**src/rtl/dbd_pkg.sv**
```systemverilog
package dbd_pkg;
  localparam int unsigned IDX_W = 4;

  localparam logic [IDX_W-1:0] RI_CSR       = 4'd0;
  localparam logic [IDX_W-1:0] RI_PTR       = 4'd1;
  localparam logic [IDX_W-1:0] RI_PTR_LOAD  = 4'd2;
  localparam logic [IDX_W-1:0] RI_END       = 4'd3;
  localparam logic [IDX_W-1:0] RI_Q_START   = 4'd4;
  localparam logic [IDX_W-1:0] RI_Q_STOP    = 4'd5;
  localparam logic [IDX_W-1:0] RI_SV_BASE   = 4'd6;
  localparam logic [IDX_W-1:0] RI_SV_END    = 4'd7;
  localparam logic [IDX_W-1:0] RI_SV_START  = 4'd8;
  localparam logic [IDX_W-1:0] RI_SV_STOP   = 4'd9;

  localparam int unsigned CMD_W   = 7;
  localparam int unsigned CB_EN   = 0;
  localparam int unsigned CB_ARM  = 1;
  localparam int unsigned CB_DONE = 2;
  localparam int unsigned CB_ZERO = 3;
  localparam int unsigned CB_RST  = 4;
  localparam int unsigned CB_DIR  = 5;
  localparam int unsigned CB_TX   = 6;

  typedef struct packed {
    logic tx;
    logic dir;
    logic rst;
    logic zero;
    logic clr_done;
    logic set_arm;
    logic set_en;
  } ctl_cmd_t;
endpackage

```
**src/rtl/dbd_cmd_decode.sv**
```systemverilog
module dbd_cmd_decode
  import dbd_pkg::*;
(
  input  logic             wen,
  input  logic [IDX_W-1:0] idx,
  input  logic [CMD_W-1:0] wbits,
  output logic             cmd_valid,
  output ctl_cmd_t         cmd,
  output logic             wr_load,
  output logic             wr_end,
  output logic             wr_qstart,
  output logic             wr_qstop
);
  always_comb begin
    cmd_valid    = wen && (idx == RI_CSR);
    cmd.set_en   = wbits[CB_EN];
    cmd.set_arm  = wbits[CB_ARM];
    cmd.clr_done = wbits[CB_DONE];
    cmd.zero     = wbits[CB_ZERO];
    cmd.rst      = wbits[CB_RST];
    cmd.dir      = wbits[CB_DIR];
    cmd.tx       = wbits[CB_TX];
    wr_load      = wen && (idx == RI_PTR_LOAD);
    wr_end       = wen && (idx == RI_END);
    wr_qstart    = wen && (idx == RI_Q_START);
    wr_qstop     = wen && (idx == RI_Q_STOP);
  end
endmodule

```
**src/rtl/dbd_flags.sv**
```systemverilog
module dbd_flags
  import dbd_pkg::*;
(
  input  logic     clk,
  input  logic     rst_n,
  input  logic     cmd_valid,
  input  ctl_cmd_t cmd,
  input  logic     evt_end,
  input  logic     evt_err,
  output logic     en_q,
  output logic     arm_q,
  output logic     done_q,
  output logic     err_q,
  output logic     dir_q,
  output logic     tx_q,
  output logic     promote
);
  logic en_d, arm_d, done_d, err_d, dir_d, tx_d;

  assign promote = evt_end && arm_q;

  always_comb begin
    en_d   = en_q;
    arm_d  = arm_q;
    done_d = done_q;
    err_d  = err_q;
    dir_d  = dir_q;
    tx_d   = tx_q;
    if (evt_err) begin
      en_d  = 1'b0;
      err_d = 1'b1;
    end
    if (evt_end) begin
      done_d = 1'b1;
      if (arm_q) arm_d = 1'b0;
      else       en_d  = 1'b0;
    end
    if (cmd_valid) begin
      dir_d = cmd.dir;
      tx_d  = cmd.tx;
      if (cmd.rst) begin
        en_d  = 1'b0;
        arm_d = 1'b0;
        err_d = 1'b0;
      end
      // a buffer end in the same cycle outranks the clear
      if (cmd.clr_done && !evt_end) done_d = 1'b0;
      if (cmd.set_arm) arm_d = 1'b1;
      if (cmd.set_en)  en_d  = 1'b1;
    end
  end

  always_ff @(posedge clk) begin
    if (!rst_n) begin
      en_q   <= 1'b0;
      arm_q  <= 1'b0;
      done_q <= 1'b0;
      err_q  <= 1'b0;
      dir_q  <= 1'b0;
      tx_q   <= 1'b0;
    end else begin
      en_q   <= en_d;
      arm_q  <= arm_d;
      done_q <= done_d;
      err_q  <= err_d;
      dir_q  <= dir_d;
      tx_q   <= tx_d;
    end
  end
endmodule

```
**src/rtl/dbd_ptr_engine.sv**
```systemverilog
module dbd_ptr_engine #(
  parameter int unsigned AW         = 32,
  parameter int unsigned BEAT_BYTES = 4,
  parameter bit          HAS_FLAG   = 1'b1
) (
  input  logic          clk,
  input  logic          rst_n,
  input  logic          en_q,
  input  logic          tx_q,
  input  logic          promote,
  input  logic          zero,
  input  logic          wr_load,
  input  logic          wr_end,
  input  logic          wr_qstart,
  input  logic          wr_qstop,
  input  logic [AW-1:0] wdata,
  input  logic          mem_ready,
  input  logic          mem_err,
  input  logic          mem_eop,
  output logic          mem_valid,
  output logic          evt_end,
  output logic          evt_err,
  output logic [AW-1:0] ptr_q,
  output logic [AW-1:0] base_q,
  output logic [AW-1:0] end_q,
  output logic [AW-1:0] start_q,
  output logic [AW-1:0] stop_q,
  output logic [AW-1:0] sv_base_q,
  output logic [AW-1:0] sv_end_q,
  output logic [AW-1:0] sv_start_q,
  output logic [AW-1:0] sv_stop_q
);
  localparam int unsigned FLAG = AW - 1;
  localparam logic [AW-1:0] STEP = AW'(BEAT_BYTES);

  logic [AW-1:0] ptr_inc, ptr_m, end_m, inc_m, sv_end_d;
  logic          beat;

  assign ptr_inc = ptr_q + STEP;

  generate
    if (HAS_FLAG) begin : g_flag
      assign ptr_m    = tx_q ? {1'b0, ptr_q[FLAG-1:0]}   : ptr_q;
      assign end_m    = tx_q ? {1'b0, end_q[FLAG-1:0]}   : end_q;
      assign inc_m    = tx_q ? {1'b0, ptr_inc[FLAG-1:0]} : ptr_inc;
      assign sv_end_d = tx_q ? {end_q[FLAG], ptr_inc[FLAG-1:0]} : ptr_inc;
    end else begin : g_plain
      assign ptr_m    = ptr_q;
      assign end_m    = end_q;
      assign inc_m    = ptr_inc;
      assign sv_end_d = ptr_inc;
    end
  endgenerate

  assign mem_valid = en_q && (ptr_m != end_m);
  assign beat      = mem_valid && mem_ready;
  assign evt_err   = beat && mem_err;
  assign evt_end   = beat && !mem_err && ((inc_m == end_m) || mem_eop);

  always_ff @(posedge clk) begin
    if (!rst_n) begin
      ptr_q      <= '0;
      base_q     <= '0;
      end_q      <= '0;
      start_q    <= '0;
      stop_q     <= '0;
      sv_base_q  <= '0;
      sv_end_q   <= '0;
      sv_start_q <= '0;
      sv_stop_q  <= '0;
    end else begin
      if (beat && !mem_err) ptr_q <= ptr_inc;
      if (evt_end) begin
        sv_base_q <= base_q;
        sv_end_q  <= sv_end_d;
        if (promote) begin
          ptr_q      <= start_q;
          base_q     <= start_q;
          end_q      <= stop_q;
          sv_start_q <= start_q;
          sv_stop_q  <= stop_q;
        end
      end
      if (zero) begin
        ptr_q   <= '0;
        base_q  <= '0;
        end_q   <= '0;
        start_q <= '0;
        stop_q  <= '0;
      end
      if (wr_load) begin
        ptr_q  <= wdata;
        base_q <= wdata;
      end
      if (wr_end)    end_q   <= wdata;
      if (wr_qstart) start_q <= wdata;
      if (wr_qstop)  stop_q  <= wdata;
    end
  end
endmodule

```
**src/rtl/chain_dma_channel.sv**
```systemverilog
module chain_dma_channel
  import dbd_pkg::*;
#(
  parameter int unsigned AW         = 32,
  parameter int unsigned BEAT_BYTES = 4,
  parameter bit          HAS_FLAG   = 1'b1
) (
  input  logic             clk,
  input  logic             rst_n,
  input  logic             reg_wen,
  input  logic [IDX_W-1:0] reg_addr,
  input  logic [AW-1:0]    reg_wdata,
  output logic [AW-1:0]    reg_rdata,
  output logic             mem_valid,
  input  logic             mem_ready,
  output logic [AW-1:0]    mem_addr,
  output logic             mem_write,
  input  logic             mem_err,
  input  logic             mem_eop,
  output logic             irq
);
  ctl_cmd_t      cmd;
  logic          cmd_valid, wr_load, wr_end, wr_qstart, wr_qstop;
  logic          en_q, arm_q, done_q, err_q, dir_q, tx_q, promote;
  logic          evt_end, evt_err;
  logic [AW-1:0] ptr_q, base_q, end_q, start_q, stop_q;
  logic [AW-1:0] sv_base_q, sv_end_q, sv_start_q, sv_stop_q;

  dbd_cmd_decode u_dec (
    .wen       (reg_wen),
    .idx       (reg_addr),
    .wbits     (reg_wdata[CMD_W-1:0]),
    .cmd_valid (cmd_valid),
    .cmd       (cmd),
    .wr_load   (wr_load),
    .wr_end    (wr_end),
    .wr_qstart (wr_qstart),
    .wr_qstop  (wr_qstop)
  );

  dbd_flags u_flags (
    .clk       (clk),
    .rst_n     (rst_n),
    .cmd_valid (cmd_valid),
    .cmd       (cmd),
    .evt_end   (evt_end),
    .evt_err   (evt_err),
    .en_q      (en_q),
    .arm_q     (arm_q),
    .done_q    (done_q),
    .err_q     (err_q),
    .dir_q     (dir_q),
    .tx_q      (tx_q),
    .promote   (promote)
  );

  dbd_ptr_engine #(
    .AW         (AW),
    .BEAT_BYTES (BEAT_BYTES),
    .HAS_FLAG   (HAS_FLAG)
  ) u_eng (
    .clk        (clk),
    .rst_n      (rst_n),
    .en_q       (en_q),
    .tx_q       (tx_q),
    .promote    (promote),
    .zero       (cmd_valid && cmd.zero),
    .wr_load    (wr_load),
    .wr_end     (wr_end),
    .wr_qstart  (wr_qstart),
    .wr_qstop   (wr_qstop),
    .wdata      (reg_wdata),
    .mem_ready  (mem_ready),
    .mem_err    (mem_err),
    .mem_eop    (mem_eop),
    .mem_valid  (mem_valid),
    .evt_end    (evt_end),
    .evt_err    (evt_err),
    .ptr_q      (ptr_q),
    .base_q     (base_q),
    .end_q      (end_q),
    .start_q    (start_q),
    .stop_q     (stop_q),
    .sv_base_q  (sv_base_q),
    .sv_end_q   (sv_end_q),
    .sv_start_q (sv_start_q),
    .sv_stop_q  (sv_stop_q)
  );

  assign mem_addr  = ptr_q;
  assign mem_write = ~dir_q;
  assign irq       = done_q | err_q;

  always_comb begin
    reg_rdata = '0;
    case (reg_addr)
      RI_CSR:      reg_rdata = AW'({tx_q, dir_q, 1'b0, err_q, done_q, arm_q, en_q});
      RI_PTR:      reg_rdata = ptr_q;
      RI_PTR_LOAD: reg_rdata = base_q;
      RI_END:      reg_rdata = end_q;
      RI_Q_START:  reg_rdata = start_q;
      RI_Q_STOP:   reg_rdata = stop_q;
      RI_SV_BASE:  reg_rdata = sv_base_q;
      RI_SV_END:   reg_rdata = sv_end_q;
      RI_SV_START: reg_rdata = sv_start_q;
      RI_SV_STOP:  reg_rdata = sv_stop_q;
      default:     reg_rdata = '0;
    endcase
  end
endmodule

```
**config.mk**
```make
export PLATFORM = sky130hd
export DESIGN_NAME = chain_dma_channel
export DESIGN_NICKNAME = d
export VERILOG_FILES = /design/src/rtl/dbd_pkg.sv /design/src/rtl/dbd_cmd_decode.sv /design/src/rtl/dbd_flags.sv /design/src/rtl/dbd_ptr_engine.sv /design/src/rtl/chain_dma_channel.sv
export SDC_FILE = /design/constraint.sdc
export NUM_CORES = 1
export LEC_CHECK = 0
export ABC_CLOCK_PERIOD_IN_PS = 5900
export BUFFER_PORTS_ARGS = -buffer_cell sky130_fd_sc_hd__buf_2
export CORE_UTILIZATION = 31
export CTS_CLUSTER_DIAMETER = 200
export DETAILED_ROUTE_END_ITERATION = 8
export PLACE_DENSITY = 0.54
export SLEW_MARGIN = 30
export SYNTH_ARGS = -nofsm -noshare
export SYNTH_HDL_FRONTEND = slang
export SYNTH_SLANG_ARGS = --single-unit
```
**constraint.sdc**
```tcl
create_clock -name clk -period 5.9 [get_ports clk]
set_clock_uncertainty 0.15 [all_clocks]
set_input_delay 0.885 -clock clk [delete_from_list [all_inputs] [get_ports clk]]
set_output_delay 0.885 -clock clk [all_outputs]
set_load 0.05 [all_outputs]
```
==> Word-level counts from Yosys, hierarchy flattened <==
Cells that the tools add are included.
{ "op_classes": {"eq_ne": 11, "n_mux": 37, "mul": 0, "bitwise_logic": 2, "n_addsub": 1, "shift": 0, "div_mod_pow": 0, "n_reduce_logical": 26, "n_lt_le_gt_ge": 0} }
{ "op_table": {"columns": ["operator", "n"], "rows": [
  ["two-way mux 32 bit", 20],
  ["case mux 32 bit (10 select lines)", 1],
  ["adder 32 x 3 -> 32 bit, second input constant", 1],
  ["equality test 32 bit", 1],
  ["inequality test 32 bit", 1],
  ["equality test 4 x 3 -> 1 bit, second input constant", 4],
  ["two-way mux 1 bit", 16],
  ["logical AND 1 bit", 13],
  ["nonzero test 3 bit", 4],
  ["equality test 4 x 2 -> 1 bit, second input constant", 2],
  ["equality test 4 bit, second input constant", 2],
  ["AND reduction 2 bit", 3],
  ["equality test 4 x 1 -> 1 bit, second input constant", 1],
  ["zero test 4 bit", 1],
  ["nonzero test 2 bit", 2],
  ["zero test 1 bit", 2],
  ["logical OR 1 bit", 1],
  ["NOT 1 bit", 1],
  ["OR 1 bit", 1]
]} }
{ "word_totals": {"wordCells": 92, "ram_bits": 0, "regBits": 294, "romBits": 0, "output_inout_bits": 67, "latchBits": 0, "memories": 0} }

==> Longest topological paths before layout <==
Gate-level depths: netlist (run 1).
{ "logic_depth": {"word_depth": 11, "depth_mapped": 14, "mapped_depth_nobuf": 10} }

==> Modules after synthesis <==
Synthesis (run 1) repeated with hierarchy kept, for this count alone.
{ "unflattened": {"cells_unflattened": 2002, "area_unflattened_um2": 16275.6} }
{ "by_module_without_submodules": {"columns": ["module", "n_inst", "area_each_um2", "seq_area_each_um2", "cells_per_inst"], "rows": [
  ["dbd_ptr_engine", 1, 13472.9, 5765.5, 1625],
  ["chain_dma_channel", 1, 2441.1, 0.0, 338],
  ["dbd_flags", 1, 247.7, 120.1, 25],
  ["dbd_cmd_decode", 1, 113.9, 0.0, 14]
]} }

==> Least setup slack after synthesis (run 1) <==
No wires, ideal clock.
{ "synth_timing": {"kind": "register to register", "startpoint": "reg u_eng.ptr_q[3]", "endpoint": "reg u_eng.base_q[10]", "arrival_ns": 3.474, "t_required_ns": 5.628, "period_less_slack_ns": 3.746, "path_stages_with_launch": 13, "setup_time_ns": 0.122, "slack_ns": 2.154, "path_buffers": 2, "path_cell_list": "dfxtp_1 ha_1 nand3_1 nor4_2 nand4_1 xnor2_1 nand4_1 nor4_2 a31oi_1 nor2b_1 buf_6 buf_6 a221o_1"} }
{ "synth_between": {"elab_chain_cells": 9, "elab_cells_between_ends": 14, "classes_between": "add/sub (1); eq/ne (2); mux (2); reduce/logical (9)"} }
{ "synth_lines": {"columns": ["element", "line", "rtl"], "rows": [
  ["start, declared", "dbd_ptr_engine.sv:23", "output logic [AW-1:0] ptr_q,"],
  ["start signal, assigned", "dbd_ptr_engine.sv:72", "if (beat && !mem_err) ptr_q <= ptr_inc;"],
  ["start signal, assigned", "dbd_ptr_engine.sv:77", "ptr_q <= start_q;"],
  ["start signal, assigned", "dbd_ptr_engine.sv:92", "ptr_q <= wdata;"],
  ["parallel branches: the longest is 5 deep, another holds adder 32 x 3 -> 32 bit", null, null],
  ["logical AND 1 bit (*)", "dbd_ptr_engine.sv:58", "assign evt_end = beat && !mem_err && ((inc_m == end_m) || mem_eop);"],
  ["logical AND 1 bit", "dbd_flags.sv:20", "assign promote = evt_end && arm_q;"],
  ["nonzero test 3 bit (no line)", null, null],
  ["AND reduction 2 bit (no line) (*)", null, null],
  ["end signal, assigned", "dbd_ptr_engine.sv:78", "base_q <= start_q;"],
  ["end signal, assigned", "dbd_ptr_engine.sv:93", "base_q <= wdata;"],
  ["end, declared", "dbd_ptr_engine.sv:24", "output logic [AW-1:0] base_q,"]
]} }
Every way passes the cells marked *.
A chain may end at the register's enable or synchronous reset.

==> Final worst setup path (run 1) <==
{ "layout_timing": {"startpoint": "reg u_eng.ptr_q[11]", "endpoint": "reg u_eng.base_q[16]"} }
Same word-level chain as after synthesis.

==> flow_metrics.py, run 1 <==
metrics = {
    "place": {
        "hpwl_um": 34400,
        "place_inst": 2189,
        "io_buffers": 108,
        "gp_congestion": 0.904,
    },
    "cts": {
        "hold_buffers": 0,
        "cts_resized": 0,
        "cts.clk_slew.worst_paths_ns": 0.06,
        "cts_sinks": 294,
        "post-cts-setup-buffer-count": 0,
        "cts_tree": "yes",
        "clk_latency_ns": 0.54,
        "cts-htree-levels": 2,
        "clock_path_buffers": 3,
        "cts-root-buf": "clkbuf_16",
        "cts_made_buffers": 34,
    },
    "setup_path": {
        "crit_path_top_delay_cell": "or4_1",
        "endpoint_kind": "flop",
        "worstPathMaxFanout": 68,
        "required_ns": 6.17,
        "critPathLaunchType": "flop",
        "crit_family": "simple AND/OR/NAND/NOR gates",
        "critical_path_buf_inv_count": 2,
        "max_stage_delay_ns": 0.73,
        "path_class": "reg -> reg",
        "critPathArrivalTime_ns": 5.03,
        "path_cells": "nand4_2, or4_1, or3_1, a221oi_1, nand4_1, nor4_2, a31oi_4, buf_12, nor2b_4, buf_16, a221o_1",
    },
    "routing": {
        "wire_per_inst_um": 23.7,
        "vias_per_cell": 5.69,
        "dr.pass1.iters": 7,
        "drc": 0,
        "dr_total_vias": 12800,
        "drtIter0Drc": 1127,
        "routed_wl_um": 53300,
        "detail-route-antenna-nets": 0,
    },
    "grt": {
        "antenna_found_initial": 0,
        "grt_pass1_vias": 12400,
        "grt_max_degree": 112,
        "grt_use_total_pct": 21.3,
        "grt_pass1_wl_um": 80100,
        "globalRouteOverflowTotal": 0,
    },
    "pwr": {
        "leakagePower_uw": 0.00741,
        "powerDensity_mw_per_mm2": 265,
        "ir_drop_mv": 0.170,
    },
    "timing": {
        "timing.hold.ws_ns": 0.310,
        "setup_tns_ns": 0,
        "period_needed_ns": 4.76,
        "hold_violations": 0,
        "period_share_pct": 80.7,
        "rsz0062_at_grt": "false",
        "setup_viol": 0,
        "slew_violations": 0,
        "max_slew_margin_pct": 38.9,
        "worst_pin_slew_ns": 0.907,
        "fmax_mhz": 210,
    },
    "floorplan": {
        "pin_count": 109,
        "die_area_mm2": 0.0489,
        "start_util_pct": 31.7,
        "num_rows": 79,
        "chipWidth_um": 221,
        "core_area_mm2": 0.0470,
        "die_h_um": 221,
    },
    "synth": {
        "yosys_most_used_dff": "dfxtp_1",
        "synth_warnings": 0,
        "synth_edf_count": 0,
        "yosysMostFrequentCell": "dfxtp_1",
        "yosysUniqueCellTypes": 60,
        "avgSynthCellArea_um2": 9.40,
        "syn_area_mm2": 0.0149,
        "synth-seq-area-share_pct": 39.6,
        "synth_top_area_share_pct": 39.6,
        "ys_seq_elements": 294,
        "synth.area.top_cells": "dfxtp_1, mux2i_1, nor2b_1, a22oi_1, a221o_1",
        "synth_cells": 1583,
        "async_reset_ff_share_pct": 0,
        "syn_nets": 1626,
        "synth_common_cells": "dfxtp_1, nor2b_1, mux2i_1",
        "yosys.area.top_type": "dfxtp_1",
    },
    "final_layout": {
        "final_util_pct": 36.6,
        "fillers": 4708,
        "area_growth_pct": 15.4,
        "antenna_cells": 0,
        "drive_above_1_share_pct": 13.9,
        "instances_no_fill": 2249,
        "nets": 1661,
    },
    "status": {
        "status": "finished clean",
    },
    "worst_hold_path": {
        "holdCritPathClass": "reg -> reg",
    },
    "job": {
        "maxCapViolCount": 0,
    },
}
## registers in the layout (all words and copies together) (netlist names), 32 cells and up
register          count
u_eng.ptr_q          32
u_eng.start_q        32
u_eng.sv_start_q     32
u_eng.stop_q         32
u_eng.sv_base_q      32
u_eng.end_q          32
u_eng.sv_stop_q      32
u_eng.base_q         32
u_eng.sv_end_q       32
## worst paths after layout
check / cells after the start / slack (ns) / from / to
worst max register to register: 11 / 1.14 / u_eng.ptr_q[11] / u_eng.base_q[16]
worst min register to register: 2 / 0.31 / u_eng.sv_end_q[2] / u_eng.sv_end_q[2]
worst max-delay path: 11 / 1.14 / u_eng.ptr_q[11] / u_eng.base_q[16]
worst min-delay path: 2 / 0.31 / u_eng.sv_end_q[2] / u_eng.sv_end_q[2]
## worst reg2reg max path, stage by stage, from the launching register on
cell	delay, ns
dfxtp_1	0.69
nand4_2	0.33
or4_1	0.73
or3_1	0.41
a221oi_1	0.38
nand4_1	0.16
nor4_2	0.37
a31oi_4	0.21
buf_12	0.28
nor2b_4	0.32
buf_16	0.25
a221o_1	0.37
## logic make-up (layout without fill, tap and decap cells)
logic type / count (synthesis) / in the layout / share of synthesized area (%)
AOI/OAI and AO/OA: 340 / 340 / 18.4
DFF: 294 / 294 / 39.6
xor gates and xnor gates: 99 / 99 / 5.83
buffers and inverters: 151 / 210 / 4.68
adders and majority gates: 1 / 1 / 0.0841
and+or+nand+nor: 541 / 541 / 20.9
muxes: 157 / 157 / 10.6
## routing by layer
metal	global-route usage, %	vias to the layer above	share of wire, %
li1	-	5899	-
met1	28.6	6374	45
met2	34.4	452	46
met3	3.97	66	6.1
met4	6.34	0	2.1
met5	0	-	0
## power breakdown
group / internal [uW] / switching (uW)
clock: 1430 / 858
combinational: 76.6 / 160
sequential: 2000 / 23.1
## per-stage QoR
stage | power [uW] | area, um^2 | setup slack [ns]
after floorplan | 2200 | 14900 | 2.15
after global placement | 2300 | 15900 | 0.988
after detailed placement | 2300 | 15900 | 1.15
after CTS | 4580 | 17200 | 1.13
after global routing | 4680 | 17200 | 0.911
final | 4550 | 17200 | 1.14
## layout make-up
class | instances | area (um^2) | area share [%]
sequential | 294 | 5890 | 34.3
timing repair buffer | 144 | 861 | 5.01
multi-input combinational | 1138 | 8420 | 49.0
inverter | 6 | 22.5 | 0.131
clock inverter | 7 | 110 | 0.641
clock buffer | 53 | 1120 | 6.50
tap | 607 | 759 | 4.42
## cells in the final DEF, fill, tap and decap left out, types with 4 or more instances in the layout
cell / Yosys / layout
a211o_1: 27 / 27
a211oi_1: 4 / 4
a21boi_0: 5 / 5
a221o_1: 61 / 61
a221oi_1: 5 / 5
a222oi_1: 32 / 32
a22oi_1: 133 / 132
a31oi_1: 5 / 4
and2_1: 42 / 42
and3_1: 17 / 17
and4_1: 6 / 6
buf_2: 31 / 107
buf_4: 6 / 32
clkbuf_16: 0 / 37
clkbuf_8: 0 / 13
clkinv_2: 0 / 4
dfxtp_1: 294 / 294
inv_1: 6 / 6
mux2i_1: 157 / 157
nand2_1: 93 / 92
nand2b_1: 8 / 8
nand3_1: 46 / 46
nand4_1: 20 / 20
nor2_1: 39 / 36
nor2b_1: 191 / 190
nor3_1: 8 / 4
nor3_2: 0 / 4
nor3b_1: 28 / 27
nor4_1: 11 / 11
o21ai_0: 9 / 9
o21ai_1: 30 / 30
or2_2: 5 / 5
or4_1: 4 / 4
xnor2_1: 50 / 50
xor2_1: 49 / 49
No activity file was read; power rests on OpenSTA's default activity.
==> run 2: changes to the inputs <==
Settings changed: ABC_CLOCK_PERIOD_IN_PS 5900 to 4800.
Clock period 5.9 ns to 4.8 ns, I/O delays scaled along.
==> run 2 against run 1 <==
  * Wire length shrank 0.99%
  * Clock power grew 19%
  * Die area is the same
  * Flip-flop and latch count is the same
  * Maximum frequency grew 8.5%
  * Critical path type unchanged
  * Via count grew 0.30%
  * Combinational power grew 23%
  * Register-to-register slack lost 0.73 ns
  * Highest routed layer unchanged
  * Cell area grew 0.51%
  * Non-clock buffer count grew 22
  * Power grew 21%
==> flow_metrics.py, run 2 (synthesized netlist as in run 1, its figures left out) <==
metrics = {
    "routing": {
        "routed_wl_um": 52800,
        "dr.pass1.iters": 6,
        "vias_per_cell": 5.64,
        "drc": 0,
        "wire_per_inst_um": 23.2,
        "drtIter0Drc": 1103,
        "dr_total_vias": 12800,
        "detail-route-antenna-nets": 0,
    },
    "worst_hold_path": {
        "holdCritPathClass": "in -> reg",
    },
    "timing": {
        "setup_viol": 0,
        "period_share_pct": 91.4,
        "setup_tns_ns": 0,
        "slew_violations": 0,
        "hold_violations": 0,
        "fmax_mhz": 228,
        "rsz0062_at_grt": "false",
        "worst_pin_slew_ns": 0.829,
        "max_slew_margin_pct": 44.7,
        "period_needed_ns": 4.39,
    },
    "setup_path": {
        "endpoint_kind": "flop",
        "path_class": "reg -> reg",
        "critPathArrivalTime_ns": 4.66,
        "critPathLaunchType": "flop",
        "worstPathMaxFanout": 68,
        "required_ns": 5.08,
    },
    "floorplan": {
        "core_area_mm2": 0.0470,
        "chipWidth_um": 221,
        "pin_count": 109,
        "num_rows": 79,
        "die_h_um": 221,
        "die_area_mm2": 0.0489,
        "start_util_pct": 31.7,
    },
    "final_layout": {
        "most-common-layout-cells": "dfxtp_1, nor2b_1, mux2i_1, a22oi_1, buf_2",
        "drive_above_1_share_pct": 15.1,
        "nets": 1684,
        "final_common_cell": "dfxtp_1",
        "instances_no_fill": 2273,
        "final_area_mm2": 0.0173,
        "area_growth_pct": 16.0,
        "final_util_pct": 36.8,
    },
    "status": {
        "status": "finished clean",
    },
    "cts": {
        "cts-root-buf": "clkbuf_16",
        "cts_made_buffers": 35,
        "clock_path_buffers": 3,
        "cts_sinks": 294,
        "cts_tree": "yes",
        "post-cts-setup-buffer-count": 0,
        "hold_buffers": 0,
        "cts-htree-levels": 2,
        "clk_latency_ns": 0.55,
        "cts_resized": 0,
        "cts.clk_slew.worst_paths_ns": 0.06,
    },
    "pwr": {
        "pwr-share-seq_pct": 45.1,
        "leakagePower_uw": 0.00749,
        "p_sw_share_pct": 23.7,
        "power.internal_uw": 4200,
        "pwr-share-clk_pct": 49.6,
        "switchingPower_uw": 1310,
        "ir_drop_mv": 0.172,
        "p_comb_share_pct": 5.3,
        "powerDensity_mw_per_mm2": 319,
        "p_total_uw": 5510,
    },
    "grt": {
        "grt_use_total_pct": 21.1,
        "grt_pass1_wl_um": 79900,
        "globalRouteOverflowTotal": 0,
        "antenna_found_initial": 1,
        "grt_pass1_vias": 12600,
        "grt_max_degree": 109,
    },
    "place": {
        "io_buffers": 108,
        "place_inst": 2211,
        "gp_congestion": 0.913,
        "hpwl_um": 34300,
        "dpl_cell_area_mm2": 0.0161,
    },
    "job": {
        "maxCapViolCount": 0,
    },
}
[run 2: changes by cell type in the layout (fill, tap and decap cells not counted), moves of 2 or more]
cell        change
buf_4          +24
clkbuf_1        +2
clkbuf_8        -4
clkinv_2        +2
clkinvlp_4      +2
[run 2: final timing paths]
kind	start	end	slack [ns]	depth (start not counted)
setup reg to reg	u_eng.ptr_q[13]	u_eng.ptr_q[22]	0.41	11
hold reg to reg	u_eng.sv_end_q[2]	u_eng.sv_end_q[2]	0.32	2
hold / removal	reg_wdata[13]	u_eng.end_q[13]	0.28	3
setup / recovery	u_eng.ptr_q[13]	u_eng.ptr_q[22]	0.41	11
[run 2: layout make-up]
class / count / area, um^2
tap: 607 / 759
clock buffer: 51 / 1070
fill: 4730 / 29700
inverter: 6 / 22.5
sequential: 294 / 5890
timing repair buffer: 166 / 1010
multi-input combinational: 1138 / 8410
antenna: 1 / 2.50
clock inverter: 10 / 105
[run 2: routing by layer]
| metal | part of all wire [%] | track usage, % | up-vias |
|---|---|---|---|
| li1 | - | - | 5954 |
| met1 | 45 | 28.1 | 6391 |
| met2 | 47 | 34.6 | 409 |
| met3 | 5.3 | 2.89 | 75 |
| met4 | 2.8 | 7.94 | 0 |
| met5 | 0 | 0 | - |
[run 2: power by group through the flow]
| stage | clock [uW] | sequential, uW | combinational (uW) |
|---|---|---|---|
| 2_1_floorplan | 0 | 2540 | 161 |
| 3_3_place_gp | 0 | 2540 | 288 |
| 3_5_place_dp | 0 | 2540 | 290 |
| 4_1_cts | 2780 | 2480 | 291 |
| 5_1_grt | 2870 | 2480 | 310 |
| 6_report | 2730 | 2480 | 291 |
[run 2: metrics by stage]
stage,worst slack (ns),hold slack [ns]
after detailed placement,0.463,0.308
after global placement,0.516,0.292
final,0.413,0.277
after global routing,0.191,0.288
after floorplan,1.05,0.280
after CTS,0.451,0.260
[run 2: worst max-delay path, cell delays in order, from the launching register on]
cell      delay [ns]
dfxtp_1         0.63
nand4_2         0.31
or4_1           0.70
or3_1           0.39
a221oi_1        0.31
nand4_1         0.16
nor4_2          0.35
a31oi_4         0.19
buf_12          0.27
buf_4           0.30
nor3b_1         0.18
a211o_1         0.24
==> run 3: changes to the inputs <==
Settings changed: PLACE_DENSITY 0.54 to 0.48.
==> run 3 against run 2 <==
  * First-iteration DRC count is 2.7% higher
  * Hold slack better by 0.015 ns
  * Core utilization hardly changed
  * Cell area is 0.11% lower
  * Count of clock-buffer cells in the layout is 2 higher
  * Via count is 1.6% lower
  * Flip-flop and latch count stayed put
  * Die area stayed put
  * Register-to-register slack better by 0.09 ns
  * Power is 2.5% lower
  * Critical path type unchanged
  * Largest cell class unchanged
  * Highest routed layer unchanged
==> flow_metrics.py, run 3 (synthesized netlist as in run 1, its figures left out) <==
metrics = {
    "floorplan": {
        "start_util_pct": 31.7,
        "die_area_mm2": 0.0489,
        "core_area_mm2": 0.0470,
        "die_h_um": 221,
        "chipWidth_um": 221,
        "pin_count": 109,
        "num_rows": 79,
    },
    "grt": {
        "grt_max_degree": 92,
        "globalRouteOverflowTotal": 0,
        "grt_use_total_pct": 21.5,
        "grt_pass1_vias": 12300,
        "antenna_found_initial": 0,
        "grt_pass1_wl_um": 80700,
    },
    "pwr": {
        "powerDensity_mw_per_mm2": 312,
        "leakagePower_uw": 0.00749,
        "p_total_uw": 5370,
        "ir_drop_mv": 0.208,
    },
    "final_layout": {
        "final_common_cell": "dfxtp_1",
        "most-common-layout-cells": "dfxtp_1, nor2b_1, mux2i_1, a22oi_1, buf_2",
        "area_growth_pct": 15.9,
        "regArea_mm2": 0.00589,
        "nets": 1689,
        "fillers": 4761,
        "antenna_cells": 0,
        "multi_input_area_mm2": 0.00841,
        "drive_above_1_share_pct": 14.9,
    },
    "cts": {
        "hold_buffers": 0,
        "clk_latency_ns": 0.53,
        "clock_path_buffers": 3,
        "cts_resized": 0,
        "cts-htree-levels": 2,
        "cts.clk_slew.worst_paths_ns": 0.06,
        "cts-root-buf": "clkbuf_16",
        "cts_tree": "yes",
        "cts_sinks": 294,
        "cts_made_buffers": 35,
        "post-cts-setup-buffer-count": 0,
    },
    "timing": {
        "hold_violations": 0,
        "fin_ws_ns": 0.508,
        "setup_viol": 0,
        "slew_violations": 0,
        "rsz0062_at_grt": "false",
        "setup_tns_ns": 0,
        "worst_pin_slew_ns": 0.940,
        "max_slew_margin_pct": 37.3,
        "period_needed_ns": 4.29,
        "period_share_pct": 89.4,
        "fmax_mhz": 233,
    },
    "setup_path": {
        "worstPathMaxFanout": 59,
        "rrSetupSlack_ns": 0.51,
        "rr_startpoint": "u_eng.ptr_q[2]",
        "endpoint_kind": "flop",
        "critPathArrivalTime_ns": 4.60,
        "r2r-end": "u_eng.base_q[13]",
        "required_ns": 5.10,
        "rr_worst_depth": 12,
        "path_class": "reg -> reg",
        "cp-startpoint": "u_eng.ptr_q[2]",
        "critPathLaunchType": "flop",
    },
    "worst_hold_path": {
        "worstHoldPathCells": 3,
        "hold_path_end": "u_eng.end_q[8]",
        "holdCritPathClass": "in -> reg",
        "min-delay-start": "reg_wdata[8]",
    },
    "place": {
        "gp_congestion": 0.926,
        "io_buffers": 108,
        "place_ws_ns": 0.560,
        "hpwl_um": 35700,
    },
    "job": {
        "maxCapViolCount": 0,
    },
    "routing": {
        "dr.pass1.iters": 7,
        "dr_total_vias": 12600,
        "routed_wl_um": 54000,
        "detail-route-antenna-nets": 0,
        "wire_per_inst_um": 23.8,
        "vias_per_cell": 5.55,
        "drc": 0,
        "drtIter0Drc": 1133,
    },
    "status": {
        "status": "finished clean",
    },
}
[run 3: cell count changes in the layout (fill, tap and decap cells not counted), sizes merged]
cell	delta
clkbuf	+2
buf	+5
clkinvlp	-2
bufinv	-2
clkinv	-2
diode	-1
[run 3: area by class of cell]
class,count,share of cell area (%)
clock inverters,4,0.116
flip-flops and latches,294,34.1
clock buffers,53,6.24
well taps,607,4.41
repair buffers,171,6.18
inverters,6,0.131
multi-input cells,1138,48.8
[run 3: stage by stage]
step	hold WS [ns]	util, %	instance area (um^2)	cells
after floorplan	0.280	-	14900	1583
after global placement	0.290	34.4	16100	2216
after detailed placement	0.296	34.4	16100	2216
after CTS	0.271	36.7	17200	2273
after global routing	0.295	36.7	17200	2273
final	0.292	36.7	17200	2273
[run 3: worst max-delay path by stage]
stage	endpoint	slack, ns	cells past startpoint
after floorplan	u_eng.base_q[10]	1.05	12
after global placement	u_eng.ptr_q[14]	0.69	12
after detailed placement	u_eng.base_q[8]	0.56	11
after CTS	u_eng.base_q[13]	0.54	12
after global routing	u_eng.base_q[13]	0.25	12
final	u_eng.base_q[13]	0.51	12
[run 3: per-layer routing]
| layer | track usage (%) | up-vias | routed length [um] |
|---|---|---|---|
| met2 | 34.4 | 346 | 24600 |
| li1 | - | 5962 | - |
| met4 | 5.71 | 0 | 1090 |
| met5 | 0 | - | 0 |
| met3 | 2.99 | 60 | 2520 |
| met1 | 30.2 | 6258 | 25900 |
[run 3: critical path: stages, from the launching register on]
cell	delay, ns
dfxtp_1	0.52
ha_1	0.28
nand3_1	0.34
nor4_1	0.66
nand4b_1	0.17
a211oi_1	0.30
nand4_1	0.15
nor4_2	0.35
a31oi_4	0.20
buf_12	0.25
nor2_4	0.15
buf_4	0.39
a221o_1	0.21
[run 3: where the power goes]
group          internal, uW  total (uW)  switching, uW  leakage, uW
clock                  1530        2590           1050     0.000545
combinational          96.5         299            203      0.00458
sequential             2460        2480           25.1      0.00237
